[src/rtl/vsr_pkg.sv]
package vsr_pkg;
  localparam int REG_W   = 64;
  localparam int SRV_LO  = 40;
  localparam int SRV_W   = 16;
  localparam int PRI_LO  = 32;
  localparam int PRI_W   = 8;
  localparam int SRC_LO  = 29;
  localparam int SRC_W   = 3;
  localparam int PEND_B  = 24;

  typedef struct packed {
    logic [SRV_W-1:0] server;
    logic [PRI_W-1:0] prio;
    logic [SRC_W-1:0] src;
    logic             pend;
  } route_t;

  function automatic logic [REG_W-1:0] route_pack(route_t r);
    logic [REG_W-1:0] v;
    v = '0;
    v[SRV_LO +: SRV_W] = r.server;
    v[PRI_LO +: PRI_W] = r.prio;
    v[SRC_LO +: SRC_W] = r.src;
    v[PEND_B]          = r.pend;
    return v;
  endfunction
endpackage

[src/rtl/vsr_route_file.sv]
module vsr_route_file
  import vsr_pkg::*;
#(
  parameter int NUM_ENTRIES = 6,
  parameter int SEL_W = $clog2(NUM_ENTRIES + 1)
) (
  input  logic             clk,
  input  logic             rst,
  input  logic             wr_en,
  input  logic [SEL_W-1:0] wr_sel,
  input  logic [REG_W-1:0] wr_data,
  input  logic [SEL_W-1:0] rd_sel,
  output logic [REG_W-1:0] rd_data,
  input  logic             ev_en,
  input  logic [SEL_W-1:0] ev_entry,
  input  logic             ev_level,
  output logic [SRC_W-1:0] ev_src,
  output logic             wr_err
);
  localparam logic [PRI_W-1:0] MASK_PRI = '1;

  route_t ent [NUM_ENTRIES];
  route_t nxt [NUM_ENTRIES];

  logic             wr_ok;
  logic [PRI_W-1:0] new_pri;
  logic [SRC_W-1:0] new_src;
  logic             unused_bits;

  assign new_pri = wr_data[PRI_LO +: PRI_W];
  assign new_src = wr_data[SRC_LO +: SRC_W];
  assign wr_ok   = wr_en && (int'(wr_sel) < NUM_ENTRIES);
  assign unused_bits = ^{wr_data[REG_W-1:SRV_LO+SRV_W], wr_data[SRC_LO-1:0]};

  assign ev_src = (int'(ev_entry) < NUM_ENTRIES) ? ent[ev_entry].src : '0;

  always_comb begin
    for (int i = 0; i < NUM_ENTRIES; i++) begin
      nxt[i] = ent[i];
      if (ev_en && int'(ev_entry) == i)
        nxt[i].pend = ev_level && (ent[i].prio != MASK_PRI);
      if (wr_ok && int'(wr_sel) == i) begin
        nxt[i].server = wr_data[SRV_LO +: SRV_W];
        nxt[i].prio   = new_pri;
        nxt[i].src    = new_src;
        if (new_pri == MASK_PRI) nxt[i].pend = 1'b0;
      end
    end
  end

  always_ff @(posedge clk) begin
    if (rst) begin
      for (int i = 0; i < NUM_ENTRIES; i++) begin
        ent[i] <= '{server: '0, prio: MASK_PRI, src: SRC_W'(i), pend: 1'b0};
      end
      rd_data <= '0;
      wr_err  <= 1'b0;
    end else begin
      for (int i = 0; i < NUM_ENTRIES; i++) ent[i] <= nxt[i];
      rd_data <= (int'(rd_sel) < NUM_ENTRIES) ? route_pack(ent[rd_sel]) : '0;
      wr_err  <= wr_en && (!wr_ok || int'(new_src) >= NUM_ENTRIES);
    end
  end

  generate
    for (genvar g = 0; g < NUM_ENTRIES; g++) begin : g_chk

      masked_no_pend_chk: assert property (@(posedge clk) disable iff (rst)
        (ent[g].prio == MASK_PRI) |-> !ent[g].pend);

      pend_keep_chk: assert property (@(posedge clk) disable iff (rst)
        (wr_ok && int'(wr_sel) == g && new_pri != MASK_PRI &&
         !(ev_en && int'(ev_entry) == g)) |=> (ent[g].pend == $past(ent[g].pend)));
    end
  endgenerate


  wr_err_chk: assert property (@(posedge clk) disable iff (rst)
    (wr_en && int'(wr_sel) >= NUM_ENTRIES) |=> wr_err);
endmodule

[src/rtl/vsr_status.sv]
module vsr_status
  import vsr_pkg::*;
#(
  parameter int NUM_INPUTS = 7,
  parameter int NUM_LINES  = 8,
  parameter int IDX_W      = 3,
  parameter int SEL_W      = 3
) (
  input  logic                  clk,
  input  logic                  rst,
  input  logic                  evt_valid,
  input  logic [IDX_W-1:0]      evt_idx,
  input  logic                  evt_level,
  input  logic [SRC_W-1:0]      ev_src,
  output logic                  ev_en,
  output logic [SEL_W-1:0]      ev_entry,
  output logic [NUM_INPUTS-1:0] stat_o,
  output logic [NUM_LINES-1:0]  line_o,
  output logic                  idx_err
);
  logic is_shared;
  logic partner_on;

  assign ev_en      = evt_valid && (int'(evt_idx) < NUM_INPUTS);
  assign is_shared  = (int'(evt_idx) < 2);
  assign ev_entry   = is_shared ? '0 : SEL_W'(int'(evt_idx) - 1);
  assign partner_on = is_shared && stat_o[{{(IDX_W-1){1'b0}}, ~evt_idx[0]}];

  always_ff @(posedge clk) begin
    if (rst) begin
      stat_o  <= '0;
      line_o  <= '0;
      idx_err <= 1'b0;
    end else begin
      idx_err <= evt_valid && !ev_en;
      if (ev_en) begin
        stat_o[evt_idx] <= evt_level;
        if (evt_level) line_o[ev_src] <= 1'b1;
        else if (!partner_on) line_o[ev_src] <= 1'b0;
      end
    end
  end


  idx_err_chk: assert property (@(posedge clk) disable iff (rst)
    (evt_valid && int'(evt_idx) >= NUM_INPUTS) |=>
      (idx_err && stat_o == $past(stat_o) && line_o == $past(line_o)));

  shared_hold_chk: assert property (@(posedge clk) disable iff (rst)
    (evt_valid && int'(evt_idx) < 2 && !evt_level &&
     stat_o[{{(IDX_W-1){1'b0}}, ~evt_idx[0]}]) |=> (line_o == $past(line_o)));

  raise_chk: assert property (@(posedge clk) disable iff (rst)
    (ev_en && evt_level) |=> (line_o[$past(ev_src)] && stat_o[$past(evt_idx)]));
endmodule

[src/rtl/vsr_router.sv]
module vsr_router
  import vsr_pkg::*;
#(
  parameter int NUM_ENTRIES = 6
) (
  input  logic                                  clk,
  input  logic                                  rst,
  input  logic                                  wr_en,
  input  logic [$clog2(NUM_ENTRIES+1)-1:0]      wr_sel,
  input  logic [REG_W-1:0]                      wr_data,
  input  logic [$clog2(NUM_ENTRIES+1)-1:0]      rd_sel,
  output logic [REG_W-1:0]                      rd_data,
  input  logic                                  evt_valid,
  input  logic [$clog2(NUM_ENTRIES+2)-1:0]      evt_idx,
  input  logic                                  evt_level,
  output logic [NUM_ENTRIES:0]                  stat_o,
  output logic [(2**SRC_W)-1:0]                 irq_line_o,
  output logic                                  err_o
);
  localparam int NUM_INPUTS = NUM_ENTRIES + 1;
  localparam int NUM_LINES  = 2 ** SRC_W;
  localparam int SEL_W      = $clog2(NUM_ENTRIES + 1);
  localparam int IDX_W      = $clog2(NUM_ENTRIES + 2);

  logic             ev_en;
  logic [SEL_W-1:0] ev_entry;
  logic [SRC_W-1:0] ev_src;
  logic             wr_err;
  logic             idx_err;

  vsr_route_file #(.NUM_ENTRIES(NUM_ENTRIES), .SEL_W(SEL_W)) route_i (
    .clk(clk), .rst(rst),
    .wr_en(wr_en), .wr_sel(wr_sel), .wr_data(wr_data),
    .rd_sel(rd_sel), .rd_data(rd_data),
    .ev_en(ev_en), .ev_entry(ev_entry), .ev_level(evt_level),
    .ev_src(ev_src), .wr_err(wr_err)
  );

  vsr_status #(.NUM_INPUTS(NUM_INPUTS), .NUM_LINES(NUM_LINES),
               .IDX_W(IDX_W), .SEL_W(SEL_W)) stat_i (
    .clk(clk), .rst(rst),
    .evt_valid(evt_valid), .evt_idx(evt_idx), .evt_level(evt_level),
    .ev_src(ev_src), .ev_en(ev_en), .ev_entry(ev_entry),
    .stat_o(stat_o), .line_o(irq_line_o), .idx_err(idx_err)
  );

  assign err_o = wr_err | idx_err;
endmodule

[config.mk]
export PLATFORM = sky130hd
export DESIGN_NAME = vsr_router
export DESIGN_NICKNAME = d
export VERILOG_FILES = /design/src/rtl/vsr_pkg.sv /design/src/rtl/vsr_route_file.sv /design/src/rtl/vsr_status.sv /design/src/rtl/vsr_router.sv
export SDC_FILE = /design/constraint.sdc
export NUM_CORES = 1
export LEC_CHECK = 0
export ABC_AREA = 1
export BUFFER_PORTS_ARGS = -buffer_cell sky130_fd_sc_hd__buf_2
export CAP_MARGIN = 20
export CORE_MARGIN = 2
export CORE_UTILIZATION = 48
export CTS_CLUSTER_DIAMETER = 80
export DETAILED_ROUTE_END_ITERATION = 6
export MAX_ROUTING_LAYER = met4
export PLACE_DENSITY = 0.73
export SYNTH_ARGS = -nofsm -noshare
export SYNTH_HDL_FRONTEND = slang
export SYNTH_SLANG_ARGS = --single-unit
[constraint.sdc]
create_clock -name clk -period 1.7 [get_ports clk]
set_input_delay 0.34 -clock clk [delete_from_list [all_inputs] [get_ports clk]]
set_output_delay 0.34 -clock clk [all_outputs]
set_load 0.01 [all_outputs]
==> After elaboration in Yosys (flattened, before gate mapping) <==
Memory sizes are Yosys's and may differ from the RTL's. A register that Yosys moved wholly into a read port is not among the register bits.
Cells that the tools add are included.
{ "classes": {"n_reduce_logical": 32, "bitwise": 12, "mux": 38, "n_addsub": 1, "n_lt_le_gt_ge": 11, "eq_ne": 18} }
{ "op_table": {"columns": ["op", "count"], "rows": [
  ["$mux 28", 12],
  ["$ne 8x8->1 const B", 6],
  ["$logic_and 1x1->1", 25],
  ["$eq 3x3->1 const B", 8],
  ["$mux 1", 19],
  ["$mux 8", 2],
  ["$lt 3x3->1 const B", 4],
  ["$and 8x8->8", 1],
  ["$eq 8x8->1 const B", 1],
  ["$lt 3x4->1 const B", 2],
  ["$not 8->8", 1],
  ["$or 8x8->8", 1],
  ["$bwmux 7", 1],
  ["$or 1x1->1", 7],
  ["$demux 1 s3", 2],
  ["$eq 3x2->1 const B", 2],
  ["$ge 3x1->1 const B", 2],
  ["$logic_not 3->1", 2],
  ["$mux 3", 2],
  ["$lt 1x4->1 const B", 1],
  ["$ge 3x3->1 const B", 1],
  ["$lt 3x2->1 const B", 1],
  ["$sub 3x1->3 const B", 1],
  ["$logic_not 1->1", 2],
  ["5 further kinds", 6]
]} }
{ "word_totals": {"n_memories": 1, "ff_bits": 53, "output_inout_bits": 80, "input_bits": 78, "elab_cells": 118, "ramBits": 168} }
{ "memory_table": {"columns": ["memory", "depth", "word_bits", "rd", "rd_clocked_by_memory_dff", "write_ports", "line", "source"], "rows": [
  ["route_i.ent", 6, 28, 8, 1, 6, "vsr_route_file.sv:22", "route_t ent [NUM_ENTRIES];"]
]} }

==> Logic depth before layout (Yosys ltp) <==
{ "logic_depth": {"depth_word": 12, "ltp_mapped": 14, "depth_no_buf": 13} }

==> Cells and area by module <==
A second synthesis with hierarchy kept.
{ "unflattened": {"hier_cells": 1410, "hier_area_um2": 9770.6} }
{ "by_module_without_submodules": {"columns": ["mod", "seq_area_each_um2", "area_per_inst_um2", "n_inst", "cells_per_inst"], "rows": [
  ["vsr_route_file", 3943.8, 8871.0, 1, 1268],
  ["vsr_status", 320.3, 888.4, 1, 139],
  ["vsr_router", 0.0, 11.3, 1, 3]
]} }

==> Worst setup path before layout <==
No wires, ideal clock.
{ "synth_timing": {"kind": "input to register", "from": "in evt_idx[0]", "to": "reg (tool-made name)", "n_path_buf": 0, "setup_time_ns": 0.115, "slack_ns": -0.005, "t_arrival_ns": 1.590, "stages": 12, "cell_sequence": "inv_2 ha_1 nor2_4 inv_2 nand2_1 nand2_1 nand2_1 nand3_2 nor2_1 nand3_1 nand2_1 nor2_1"} }
{ "synth_rtl": {"columns": ["item", "line", "source"], "rows": [
  ["start: declaration", "vsr_router.sv:14", "input logic [$clog2(NUM_ENTRIES+2)-1:0] evt_idx,"]
]} }

==> Worst setup path in the final report <==
{ "layout_timing": {"from": "reg stat_i.idx_err", "to": "out err_o"} }
{ "layout_between": {"elab_chain_len": 1} }
{ "layout_lines": {"columns": ["item", "line", "source"], "rows": [
  ["start: declaration", "vsr_status.sv:19", "output logic idx_err"],
  ["start signal: assignment", "vsr_status.sv:35", "idx_err <= evt_valid && !ev_en;"],
  ["$or 1x1->1", "vsr_router.sv:47", "assign err_o = wr_err | idx_err;"],
  ["end: declaration", "vsr_router.sv:18", "output logic err_o"]
]} }
Every way passes these cells.

==> results.md <==
* Final Core Density at 58.1%
* First-pass GRT wire length at 39.8 mm
* Synth cell types at 33
* Syn_area_per_cell at around 7.3 sq um
* Total Routing Usage GR at 24.8%
* Syn-to-layout area delta at 18.3%
* Drt wl/cell at 15.7 microns
* Crit path cell chain: or2_2 -> buf_2
* Grt total ovfl at 0
* Reg2Reg Setup Slack at 0.20 ns
* RSZ-0062 raised after global routing: no
* Initial Utilization at 49.1%
* Synthesized area at roughly 9000 sq um
* Most numerous cell in the Yosys netlist: o21ai_0
* Max layer used: met4
* Synth top area cells: dfxtp_1 46%, o21ai_0 12%, a21oi_1 9.0%
* Power per cell area at 1040 nW/um^2
* P_leak at 4.88 nW
* CP startpoint: stat_i.idx_err
* Placed Cells at 1557
* Period utilization at 90.8%
* Fmax achieved at 648 MHz
* Slew Viols, Final at 0
* Worst path max stage delay at 0.29 ns
* Clk pin slew, worst setup/hold paths at 0.06 ns
* Number of synthesized flops with an enable pin at 0
* Status: finished clean
* Synth Flop Type: dfxtp_1
* IO Count at about 160
* # nets final at 1426
* FFs w/ async S/R, synth at 0%
* CTS Root Cell: clkbuf_16
* HP Start: wr_data[39]
* Worst-path fanout max at 1
* Worst EP required at 1.36 ns
* Drc violations at 0
* Largest net degree at the start of global routing at 64
* Worst-skew pair later-pin latency at between 0.5 and 0.6 ns
* Worst min-delay path class: in -> reg
* Worst r2r src: stat_i.stat_o[0]
* Gpl congestion at 0.914
* Post-synth top area cell: dfxtp_1
* Std cell rows at 50
* Die height at 143 microns
* Post-Route Skew at 0.00781 ns
* Via Count at around 8700
* Post-synthesis cell count at 1256
* TritonCTS clock tree: yes
* Post-layout minimum cycle time at 1.54 ns
* Synth warn at 0
* Synth Register Bits at 213
* Placed cell areas at 10200 sq um
* Clk sinks at 213
* Top cells by count, synth: 217 x o21ai_0, 213 x dfxtp_1, 172 x nor2_1, 166 x a21oi_1, 143 x nand2_1
* Top cell type's share of synthesized area at 46.3%
* Vias per cell at 5.43
* Relative slew slack at just under 60%
* Final Cell Area at between 10000 and 15000 sq um
* Met2 WL at 10.7 mm
* CTS buffer count at 22
* Vias in the first global route at 7625
* Initial antenna violation count at 3
* Width of the die at 143 microns
* Core area at 18800 sq um
* Register area share after synthesis at 46.3%
* Number of DRC markers in iteration 0 at 730
* Post-Layout Cell Count at roughly 1600
* Layout cell share with drive strength beyond 1 at 15.1%
* H-tree depth at 1
* Full die area at 20300 sq um
* Final WL at between 20 and 30 mm
* I/O Buffers at 84
* Met1 WL at 11.9 mm
* Metal3 WL at 1.91 mm
* Nature of the critical path endpoint: primary output
* CP max stage cell: dfxtp_1
* Measured slew at the worst slew-check pin at between 0.6 and 0.7 ns
* TritonRoute pass-1 iters at 5
* Sum Neg Setup Slack at 0 ns
* WP data arrival at 1.20 ns
* Finish-stage setup viols at 0
* Peak supply drop at 0.558 mV
* Max-Cap Viols at 0
* Kind of critical path: reg -> out
* Worst setup SP type: flip-flop
* Post-route ant nets at 0
* Max Root-Sink Buffers at 3
* Fin. Hold Viols at 0
* Half-perimeter wire length after placement at 16.7 mm
[area by class of cell]
type | instances | area (sq um)
timing repair buffer | 152 | 1110
tap | 234 | 293
sequential | 213 | 4260
fill | 1757 | 7870
clock inverter | 7 | 60.1
clock buffer | 31 | 656
antenna | 3 | 7.51
inverter | 106 | 400
multi-input combinational | 852 | 4110
[cells by family after synthesis]
logic type	count (synthesis)	share of synthesized area (%)
adders and majority gates	1	0.136
buffers and inverters	226	10.7
DFF	213	46.3
and+or+nand+nor	360	16.0
AOI/OAI and AO/OA	455	26.9
other	1	0.0407
[metrics by stage]
stage | hold WS (ns) | power [W] | setup WS (ns)
2_1_floorplan | 0.429 | 0.00621 | -0.00239
3_3_place_gp | 0.437 | 0.00665 | -0.235
3_5_place_dp | 0.445 | 0.00668 | -0.246
4_1_cts | 0.0565 | 0.0114 | 0.143
5_1_grt | 0.0773 | 0.0118 | 0.0393
6_report | 0.0686 | 0.0114 | 0.157
[critical path, delay by kind of cell, from the launching register on]
family | cells | cell delay (ns)
flops | 1 | 0.29
simple gates | 1 | 0.27
buf+inv | 1 | 0.14
[sequential cells by signal, summed over array words and instances (netlist names), named ones only]
name and count:
stat_i.stat_o 7, stat_i.idx_err 1, route_i.wr_err 1, route_i.rd_data 28, route_i.ent 168
[cells in the final DEF, fill, tap and decap left out, types with 2 or more instances in the layout]
| cell type | instances |
|---|---|
| nor2_1 | 171 |
| nor2_2 | 2 |
| buf_2 | 84 |
| nand3_1 | 13 |
| buf_4 | 54 |
| clkbuf_8 | 5 |
| nor4_1 | 4 |
| nand2_1 | 143 |
| a211oi_1 | 4 |
| conb_1 | 36 |
| a21oi_1 | 166 |
| dfxtp_1 | 213 |
| clkinv_1 | 4 |
| or2_2 | 2 |
| clkbuf_1 | 3 |
| nor3_1 | 3 |
| o2111ai_1 | 2 |
| inv_2 | 3 |
| clkinv_2 | 6 |
| clkbuf_16 | 23 |
| inv_1 | 98 |
| nor2_4 | 3 |
| a311oi_1 | 6 |
| diode_2 | 3 |
| nand3_2 | 3 |
| buf_12 | 14 |
| nand4_1 | 14 |
| o21ai_0 | 217 |
| o211ai_1 | 54 |
[worst paths after layout]
kind	cells after the start	endpoint
max	2	err_o
min	3	route_i.ent[4][11]
max reg2reg	7	flip-flop
min reg2reg	2	route_i.ent[3][18]
[what timing repair did]
action                                  CTS  global route
hold buffers                              0             0
endpoints found under the setup margin    0             2
setup buffers                             0             0
resized for setup                         0             1
[power by group]
part	total (W)	internal (W)	switching [W]
clock	0.00478	0.00283	0.00195
combinational	0.00132	0.000475	0.000843
sequential	0.00527	0.00519	0.0000863
[metal layers]
layer	vias to the layer above	GRT usage (%)
met3	38	4.81
met5	-	-
met2	304	36.5
met4	0	6.15
met1	4014	35.2
li1	4319	-
(Power assumes the default switching activity.)
